[src/rtl/trim_i2c_slave.sv]
module trim_i2c_slave #(
  parameter int W = 8,
  parameter int NV_WR_CYCLES = 2000,
  parameter logic [7:0] NV_INIT = 8'h80,
  parameter logic [63:0] TOL = 64'h0F1C_8207_0040_9512
) (
  input  logic           clk,
  input  logic           rst_n,
  input  logic [1:0]     strap_addr,
  input  logic           wp_n,
  input  logic           scl_i,
  input  logic           sda_i,
  output logic           sda_oe,
  output logic [4*W-1:0] wiper_flat
);
  localparam int NCH = 4;
  localparam int NNV = 16;
  localparam int BW = $clog2(NV_WR_CYCLES + 1);
  localparam logic [W-1:0] MID = W'(1) << (W - 1);

  typedef enum logic [2:0] {S_IDLE, S_ADDR, S_INS, S_WD, S_QX, S_RD, S_SKIP} st_t;

  st_t st;
  logic scl_q, sda_q, ackph, oe, ptr_nv, pend;
  logic [3:0] bc;
  logic [7:0] sh, rbuf, rd_byte;
  logic [4:0] ptr, ptr_nx;
  logic [BW-1:0] busy;
  logic [W-1:0] wip [NCH];
  logic [W-1:0] q_w [NCH];
  logic [7:0] nv [NNV];
  logic [NCH-1:0] q_st, hit;

  wire rise_c  = scl_i & ~scl_q;
  wire fall_c  = ~scl_i & scl_q;
  wire start_c = scl_i & scl_q & sda_q & ~sda_i;
  wire stop_c  = scl_i & scl_q & ~sda_q & sda_i;

  assign sda_oe = oe;
  assign ptr_nx = ptr_nv ? ptr + 5'd1 : {2'b00, ptr[2:0] + 3'd1};

  for (genvar g = 0; g < NCH; g++) begin : g_out
    assign wiper_flat[g*W +: W] = wip[g];
  end

  function automatic logic [W-1:0] f_dbl(input logic [W-1:0] v);
    return v[W-1] ? {W{1'b1}} : {v[W-2:0], 1'b0};
  endfunction
  function automatic logic [W-1:0] f_inc(input logic [W-1:0] v);
    return (&v) ? v : v + 1'b1;
  endfunction
  function automatic logic [W-1:0] f_dec(input logic [W-1:0] v);
    return (|v) ? v - 1'b1 : v;
  endfunction

  always_comb begin
    rd_byte = 8'h00;
    if (!ptr_nv) begin
      if (ptr[4:2] == 3'b000) rd_byte = 8'(wip[ptr[1:0]]);
    end else if (!ptr[4]) rd_byte = nv[ptr[3:0]];
    else if (ptr[3]) rd_byte = TOL[8*ptr[2:0] +: 8];
  end

  always_comb begin
    for (int i = 0; i < NCH; i++) begin
      hit[i]  = !sh[2] && (sh[1:0] == 2'(i));
      q_w[i]  = wip[i];
      q_st[i] = 1'b0;
      case (sh[6:3])
        4'd1:  if (hit[i]) q_w[i] = nv[i][W-1:0];
        4'd2:  q_st[i] = hit[i] && wp_n;
        4'd3:  if (hit[i] && wp_n) q_w[i] = wip[i] >> 1;
        4'd4:  if (wp_n) q_w[i] = wip[i] >> 1;
        4'd5:  if (hit[i] && wp_n) q_w[i] = f_dec(wip[i]);
        4'd6:  if (wp_n) q_w[i] = f_dec(wip[i]);
        4'd7:  q_w[i] = nv[i][W-1:0];
        4'd8:  if (hit[i] && wp_n) q_w[i] = f_dbl(wip[i]);
        4'd9:  if (wp_n) q_w[i] = f_dbl(wip[i]);
        4'd10: if (hit[i] && wp_n) q_w[i] = f_inc(wip[i]);
        4'd11: if (wp_n) q_w[i] = f_inc(wip[i]);
        default: ;
      endcase
    end
  end

  always_ff @(posedge clk or negedge rst_n) begin
    if (!rst_n) begin
      scl_q <= 1'b1; sda_q <= 1'b1; st <= S_IDLE; sh <= '0; bc <= '0;
      ackph <= 1'b0; oe <= 1'b0; ptr_nv <= 1'b0; ptr <= '0; rbuf <= '0;
      pend <= 1'b0; busy <= '0;
      for (int i = 0; i < NCH; i++) wip[i] <= MID;
      for (int k = 0; k < NNV; k++) nv[k] <= NV_INIT;
    end else begin
      scl_q <= scl_i;
      sda_q <= sda_i;
      if (busy != '0) busy <= busy - 1'b1;
      if (start_c) begin
        st <= S_ADDR; bc <= '0; ackph <= 1'b0; oe <= 1'b0;
      end else if (stop_c) begin
        st <= S_IDLE; bc <= '0; ackph <= 1'b0; oe <= 1'b0;
        if (pend) begin
          busy <= BW'(NV_WR_CYCLES);
          pend <= 1'b0;
        end
      end else if (st != S_IDLE && st != S_SKIP) begin
        if (rise_c) begin
          if (!ackph) begin
            sh <= {sh[6:0], sda_i};
            bc <= bc + 4'd1;
          end else if (st == S_RD && sda_i) st <= S_SKIP;
        end else if (fall_c) begin
          if (ackph) begin
            ackph <= 1'b0;
            bc <= '0;
            rbuf <= rd_byte;
            oe <= (st == S_RD) ? ~rd_byte[7] : 1'b0;
          end else if (bc == 4'd8) begin
            ackph <= 1'b1;
            case (st)
              S_ADDR:
                if (sh[7:1] == {5'b01011, strap_addr} && busy == '0) begin
                  oe <= 1'b1;
                  st <= sh[0] ? S_RD : S_INS;
                end else st <= S_IDLE;
              S_INS: begin
                oe <= 1'b1;
                if (sh[7]) begin
                  st <= S_QX;
                  for (int i = 0; i < NCH; i++) begin
                    wip[i] <= q_w[i];
                    if (q_st[i]) begin
                      nv[i] <= 8'(wip[i]);
                      pend <= 1'b1;
                    end
                  end
                end else begin
                  st <= S_WD;
                  ptr_nv <= sh[5];
                  ptr <= sh[4:0];
                end
              end
              S_WD: begin
                oe <= 1'b1;
                ptr <= ptr_nx;
                if (wp_n) begin
                  if (!ptr_nv && ptr[4:2] == 3'b000) wip[ptr[1:0]] <= sh[W-1:0];
                  else if (ptr_nv && !ptr[4]) begin
                    nv[ptr[3:0]] <= sh;
                    pend <= 1'b1;
                  end
                end
              end
              S_QX: oe <= 1'b1;
              S_RD: begin
                oe <= 1'b0;
                ptr <= ptr_nx;
              end
              default: oe <= 1'b0;
            endcase
          end else if (st == S_RD) oe <= ~rbuf[3'd7 - bc[2:0]];
        end
      end
    end
  end

  p_sda_edge_r11: assert property (@(posedge clk) disable iff (!rst_n)
    !$stable(oe) |-> (!$past(scl_i) || $past(start_c) || $past(stop_c)));

  p_stop_release_r11: assert property (@(posedge clk) disable iff (!rst_n)
    stop_c |=> (!sda_oe && st == S_IDLE));

  p_busy_idle_r7: assert property (@(posedge clk) disable iff (!rst_n)
    (busy != '0) |-> (st == S_IDLE || st == S_ADDR));

  p_wp_hold_r8: assert property (@(posedge clk) disable iff (!rst_n)
    (!wp_n && st == S_WD) |=> $stable(wiper_flat));
endmodule

[config.mk]
export PLATFORM = sky130hd
export DESIGN_NAME = trim_i2c_slave
export DESIGN_NICKNAME = d
export VERILOG_FILES = /design/src/rtl/trim_i2c_slave.sv
export SDC_FILE = /design/constraint.sdc
export NUM_CORES = 1
export LEC_CHECK = 0
export ABC_AREA = 1
export BUFFER_PORTS_ARGS = -buffer_cell sky130_fd_sc_hd__buf_2
export CAP_MARGIN = 20
export CORE_UTILIZATION = 60
export CTS_CLUSTER_DIAMETER = 40
export CTS_CLUSTER_SIZE = 12
export DETAILED_ROUTE_END_ITERATION = 10
export PLACE_DENSITY_LB_ADDON = 0.08
export SKIP_CTS_REPAIR_TIMING = 1
export SLEW_MARGIN = 20
export SYNTH_ARGS = -nofsm -noshare
export SYNTH_HDL_FRONTEND = slang
export SYNTH_SLANG_ARGS = --single-unit
export TNS_END_PERCENT = 100
[constraint.sdc]
create_clock -name clk -period 8.9 [get_ports clk]
set_clock_uncertainty 0.1 [all_clocks]
set_input_delay 1.335 -clock clk [delete_from_list [all_inputs] [get_ports clk]]
set_output_delay 1.335 -clock clk [all_outputs]
set_load 0.005 [all_outputs]
# After elaboration in Yosys (flattened, before gate mapping)
# Index checks and enable logic that the tools add are counted.
dict set report classes {
  n_mux 147
  n_shift 1
  reduce_logical 62
  addsub 13
  bitwise 21
  n_lt_le_gt_ge 5
  eq_ne 72
}
# op count
set op_table {}
lappend op_table {{$mux W8} 62}
lappend op_table {{$mux W128} 3}
lappend op_table {{$pmux W8 S10} 4}
lappend op_table {{$bwmux W128} 1}
lappend op_table {{$mux W32} 4}
lappend op_table {{$pmux W32 S2} 2}
lappend op_table {{$ne A3 B3 Y1 const B} 29}
lappend op_table {{$reduce_and A21 Y1} 4}
lappend op_table {{$shiftx A64 B7 Y8 const A} 1}
lappend op_table {{$reduce_and A13 Y1} 4}
lappend op_table {{$mux W11} 4}
lappend op_table {{$mux W1} 36}
lappend op_table {{$mux W3} 12}
lappend op_table {{$add A8 B1 Y8 const B} 4}
lappend op_table {{$bmux W8 S4} 1}
lappend op_table {{$bwmux W32} 1}
lappend op_table {{$demux W8 S4} 1}
lappend op_table {{$reduce_and A8 Y1} 4}
lappend op_table {{$reduce_or A8 Y1} 4}
lappend op_table {{$sub A8 B1 Y8 const B} 4}
lappend op_table {{$mux W4} 7}
lappend op_table {{$eq A4 B4 Y1 const B} 5}
lappend op_table {{$ne A2 B2 Y1 const B} 10}
lappend op_table {{$reduce_and A9 Y1} 2}
lappend op_table {{other kinds (57)} 112}
dict set report totals {
  ff_bits 205
  word_cells 353
  input_bits 7
}

# Longest topological paths before layout
dict set report logic_depth {
  word_depth 16
  mapped_depth 19
}

# Worst setup path after synthesis
# No wires, ideal clock.
dict set report synth_timing {
  path_type {input port to flip-flop}
  start {input scl_i}
  end {register nv[113] in the netlist's numbering}
  n_path_buf 1
  cell_stages 12
  path_slack_ns 5.709
  t_arrival_ns 2.974
  path_cell_list {ha_1 > nand3_2 > inv_2 > nor2_2 > nand2_1 > nor3_4 > inv_2 > nor3b_2 > nand2_2 > buf_6 > o21ai_1 > inv_1}
}
dict set report synth_between {
  elab_chain_cells 5
  word_cells_on_any_way 12
  cone_classes {11 x bitwise; 1 x reduce/logical}
}
# element line_no
set synth_lines {}
lappend synth_lines {{start, declared} 11} ;# input logic scl_i,
lappend synth_lines {{$and A1 B1 Y1} {36, 37}}
lappend synth_lines {{$and A1 B1 Y1 (on tied branches) (2 in a row)} {37, 36}}
lappend synth_lines {{$not A1 Y1 (no line)} --}
lappend synth_lines {{$reduce_and A13 Y1 (no line) (*)} --}
lappend synth_lines {{end signal, assigned by index} 132} ;# nv[i] <= 8'(wip[i]);
lappend synth_lines {{end signal, assigned by index} 148} ;# nv[ptr[3:0]] <= sh;
lappend synth_lines {{end, declared} 31} ;# logic [7:0] nv [NNV];
# Every way passes the cells marked *; elsewhere a longest branch is shown, timed or not.
# A chain may end at the register's enable or synchronous reset.

# Final worst setup path
dict set report layout_timing {
  start {register sh[4]}
  end {register wip, in the netlist wiper_flat[2]}
}
dict set report layout_between {
  elab_chain_cells 4
  word_cells_on_any_way 24
  cone_classes {20 x eq/ne; 3 x mux; 1 x reduce/logical}
}
# element line_no
set layout_lines {}
lappend layout_lines {{start, declared} 26} ;# logic [7:0] sh, rbuf, rd_byte;
lappend layout_lines {{start signal, assigned} 108} ;# sh <= {sh[6:0], sda_i};
lappend layout_lines {{$eq A4 B4 Y1, or another cell as far along} 69} ;# case (sh[6:3])
lappend layout_lines {{$pmux W8 S10} 69}
lappend layout_lines {{$mux W32} 127} ;# if (sh[7]) begin
lappend layout_lines {{$pmux W32 S2} 119} ;# case (st)
lappend layout_lines {{end signal, assigned by index} 130} ;# wip[i] <= q_w[i];
lappend layout_lines {{end signal, assigned by index} 146} ;# if (!ptr_nv && ptr[4:2] == 3'b000) wip[ptr[1:0]] <= sh[W-1:0];
lappend layout_lines {{end, declared} 29} ;# logic [W-1:0] wip [NCH];
# Parallel ways exist; a longest one is shown, timed or not. The select of a mux whose other input is x is not followed.

==> flow_metrics.py <==
metrics = {
    "status": {
        "status": "finished, violations left",
        "violations": "design-rule violations",
    },
    "synth": {
        "synth.most_common_cell": "nand2_1",
        "netlist_instances": 1993,
        "synth_cell_types": 54,
        "syn-num-nets": 2023,
        "synth_commonest_cells": "nand2_1 (459), nor2_1 (266), dfrtp_1 (183), inv_1 (180), o21ai_0 (164)",
        "syn_area_sq_um": 13490,
        "async_flop_share_pct": 100.0,
        "synth_seq_cells": 205,
        "yosysTopAreaCell": "dfrtp_1",
        "synth_enable_flop_cells": 0,
        "ys_seq_area_share_pct": 38.24,
        "avgSynthCellArea_sq_um": 6.768,
        "ys.flop_type": "dfrtp_1",
        "yosys_warnings": 0,
        "synth_top_area_share_pct": 33.95,
        "synth_area_leaders": "dfrtp_1 (34%), nand2_1 (13%), nor2_1 (7.4%), o21ai_0 (6.1%), inv_1 (5.0%)",
    },
    "setup_path": {
        "worstSetupStartpointType": "flip-flop",
        "endpoint_kind": "flip-flop",
        "cp.required_ns": 9.31,
        "critPathKind": "flip-flop to flip-flop",
        "slowest_delay_ns": 0.58,
        "cp.arrival_ns": 4.18,
        "critPathSlowestCell": "inv_2",
        "path_cells": "buf_4 -> inv_1 -> buf_4 -> nor2_1 -> nand2_1 -> nand3_1 -> buf_4 -> inv_2 -> nand2_2 -> inv_2 -> nand2_1 -> a41oi_1 -> nor2_1 -> nor2_1",
        "cp_max_fo": 35,
        "crit_buf_inv": 6,
        "crit_family": "buffers and inverters",
    },
    "final_layout": {
        "area_growth_pct": 9.787,
        "n_fill_cell": 1941,
        "finalNetCount": 2008,
        "final_util_pct": 67.44,
        "drive_gt1_share_pct": 9.291,
        "diodes": 0,
    },
    "timing": {
        "fin_crit_sh_pct": 42.40,
        "finalHoldViolCount": 0,
        "rsz0062_at_grt": "false",
        "worst_pin_slew_ns": 1.090,
        "fmax_ghz": 0.2650,
        "setup_viol": 0,
        "finalSetupTns_ns": 0,
        "period_minus_slack_ns": 3.773,
        "maxSlewViolCount": 0,
        "maxSlewHeadroom_pct": 27.25,
        "setup_ws_ns": 5.127,
    },
    "drt": {
        "first_iter_violations": 1798,
        "first_pass_iters": 11,
        "wl_per_cell_um": 19.70,
        "drc": 2,
        "detail-route-antenna-nets": 0,
        "viasPerCell": 6.256,
        "vias": 14280,
        "wl_mm": 44.95,
    },
    "grt": {
        "grt_max_degree": 95,
        "grt_pass1_wl_mm": 71.99,
        "grt.total_usage_pct": 39.08,
        "grt_pass1_vias": 13200,
        "overflow": 0,
        "antenna_found_initial": 0,
    },
    "pwr": {
        "leakage_nw": 6.865,
        "internal-power_mw": 1.988,
        "p_sw_mw": 1.170,
        "swShare_pct": 37.06,
        "power_frac_comb_pct": 25.8,
        "clkPwrFrac_pct": 40.4,
        "seq_power_share_pct": 33.7,
        "ir_worst_vdd_uv": 165.3,
        "power_density_nw_per_um2": 213.3,
    },
    "floorplanning": {
        "core_sq_um": 21960,
        "dieArea_sq_um": 23080,
        "io_pins": 40,
        "placementRows": 54,
        "die_w_um": 151.9,
        "dieHeight_um": 151.9,
        "initial_core_util_pct": 61.42,
    },
    "clock_network": {
        "cts_buffers": 31,
        "cts_sinks": 205,
        "htreeDepth": 1,
        "cts_buffer_depth": 3,
        "path_clk_slew_ns": 0.06,
        "cts_tree": "built",
        "clk_latency_ns": 0.57,
        "cts-root-buf": "clkbuf_16",
    },
    "min_path": {
        "min_path_type": "flip-flop to flip-flop",
    },
    "placement": {
        "place_congestion": 1.034,
        "port_buffers": 39,
        "dp_hpwl_mm": 30.32,
        "pre_cts_ws_ns": 5.126,
    },
    "job": {
        "maxCapViolations": 0,
    },
}
-- path summary, 6_finish.rpt --
| check | slack [ns] | start | cells after the start | to |
|---|---|---|---|---|
| min | 0.37 | nv[87] | 2 | nv[87] |
| max | 5.13 | sh[4] | 14 | wiper_flat[2] |
| min reg2reg | 0.37 | nv[87] | 2 | nv[87] |
| min in group asynchronous | 0.76 | rst_n | 1 | busy[6] |
| max reg2reg | 5.13 | sh[4] | 14 | wiper_flat[2] |
| max in group asynchronous | 5.90 | rst_n | 3 | ptr[0] |
-- metal layers --
metal	global-route usage (%)	up-vias	part of all wire, %
li1	-	6633	-
met1	55.84	6630	42
met2	57.87	889	42
met3	9.669	125	13
met4	13.31	0	3.4
met5	0	-	0
-- flip-flops by register name (all words and copies together) (netlist names) --
| register | cells |
|---|---|
| nv | 128 |
| wiper_flat | 32 |
| busy | 11 |
| rbuf | 8 |
| sh | 8 |
| ptr | 5 |
| bc | 4 |
| st | 3 |
| ackph | 1 |
| pend | 1 |
| ptr_nv | 1 |
| scl_q | 1 |
| sda_oe | 1 |
| sda_q | 1 |
-- worst reg2reg max path: stages (launching register included) --
cell     delay (ns)
dfrtp_1        0.36
buf_4          0.24
inv_1          0.52
buf_4          0.35
nor2_1         0.08
nand2_1        0.09
nand3_1        0.20
buf_4          0.30
inv_2          0.15
nand2_2        0.16
inv_2          0.58
nand2_1        0.18
a41oi_1        0.24
nor2_1         0.08
nor2_1         0.08
-- layout by cell type, fill, tap and decap left out, types with 7 or more instances in the layout --
cell,count
nand2_1,459
nor2_1,266
dfrtp_1,182
inv_1,180
o21ai_0,164
o21ai_1,130
a21oi_1,119
nand3_1,99
o22ai_1,50
buf_2,38
nand4_1,35
clkbuf_16,31
nor3_1,25
ha_1,23
dfstp_2,22
inv_2,16
buf_4,16
a31oi_1,13
a22oi_1,12
o211ai_1,11
nand3_2,9
clkinv_1,8
xor2_1,7
nand2_2,7
-- per-stage QoR --
| stage | hold WS, ns | instances | instance area [sq um] | power [mW] |
|---|---|---|---|---|
| 2_1_floorplan | 0.3522 | 1993 | 13490 | 1.606 |
| 3_3_place_gp | 0.3595 | 2225 | 13710 | 1.849 |
| 3_5_place_dp | 0.3629 | 2225 | 13710 | 1.858 |
| 4_1_cts | 0.3720 | 2282 | 14810 | 3.127 |
| 5_1_grt | 0.3913 | 2282 | 14810 | 3.277 |
| 6_report | 0.3703 | 2282 | 14810 | 3.159 |
-- kinds of logic after synthesis --
family                   count (synthesis)  share of synthesized area, %
AO/OA/AOI/OAI                          524                         21.09
XOR/XNOR                                 8                        0.5195
adder cells (fa/ha/maj)                 23                         2.134
buffers and inverters                  307                         9.109
flip-flops                             205                         38.24
AND/OR/NAND/NOR                        926                         28.91
-- layout make-up --
| type | instances | area [sq um] | area share (%) |
|---|---|---|---|
| Clock buffer | 35 | 810.8 | 5.475 |
| Clock inverter | 22 | 286.5 | 1.935 |
| Inverter | 204 | 765.7 | 5.171 |
| Multi-Input combinational cell | 1481 | 7112 | 48.03 |
| Sequential cell | 205 | 5159 | 34.84 |
| Tap cell | 280 | 350.3 | 2.366 |
| Timing Repair Buffer | 55 | 324.1 | 2.188 |
-- power groups by stage --
stage | combinational, mW | clock [mW] | sequential (mW)
after global routing | 0.885 | 1.32 | 1.07
after global placement | 0.773 | 0 | 1.08
after floorplan | 0.561 | 0 | 1.05
after detailed placement | 0.781 | 0 | 1.08
final | 0.816 | 1.28 | 1.07
after CTS | 0.785 | 1.28 | 1.06
Power figures use the tool's default switching activity.
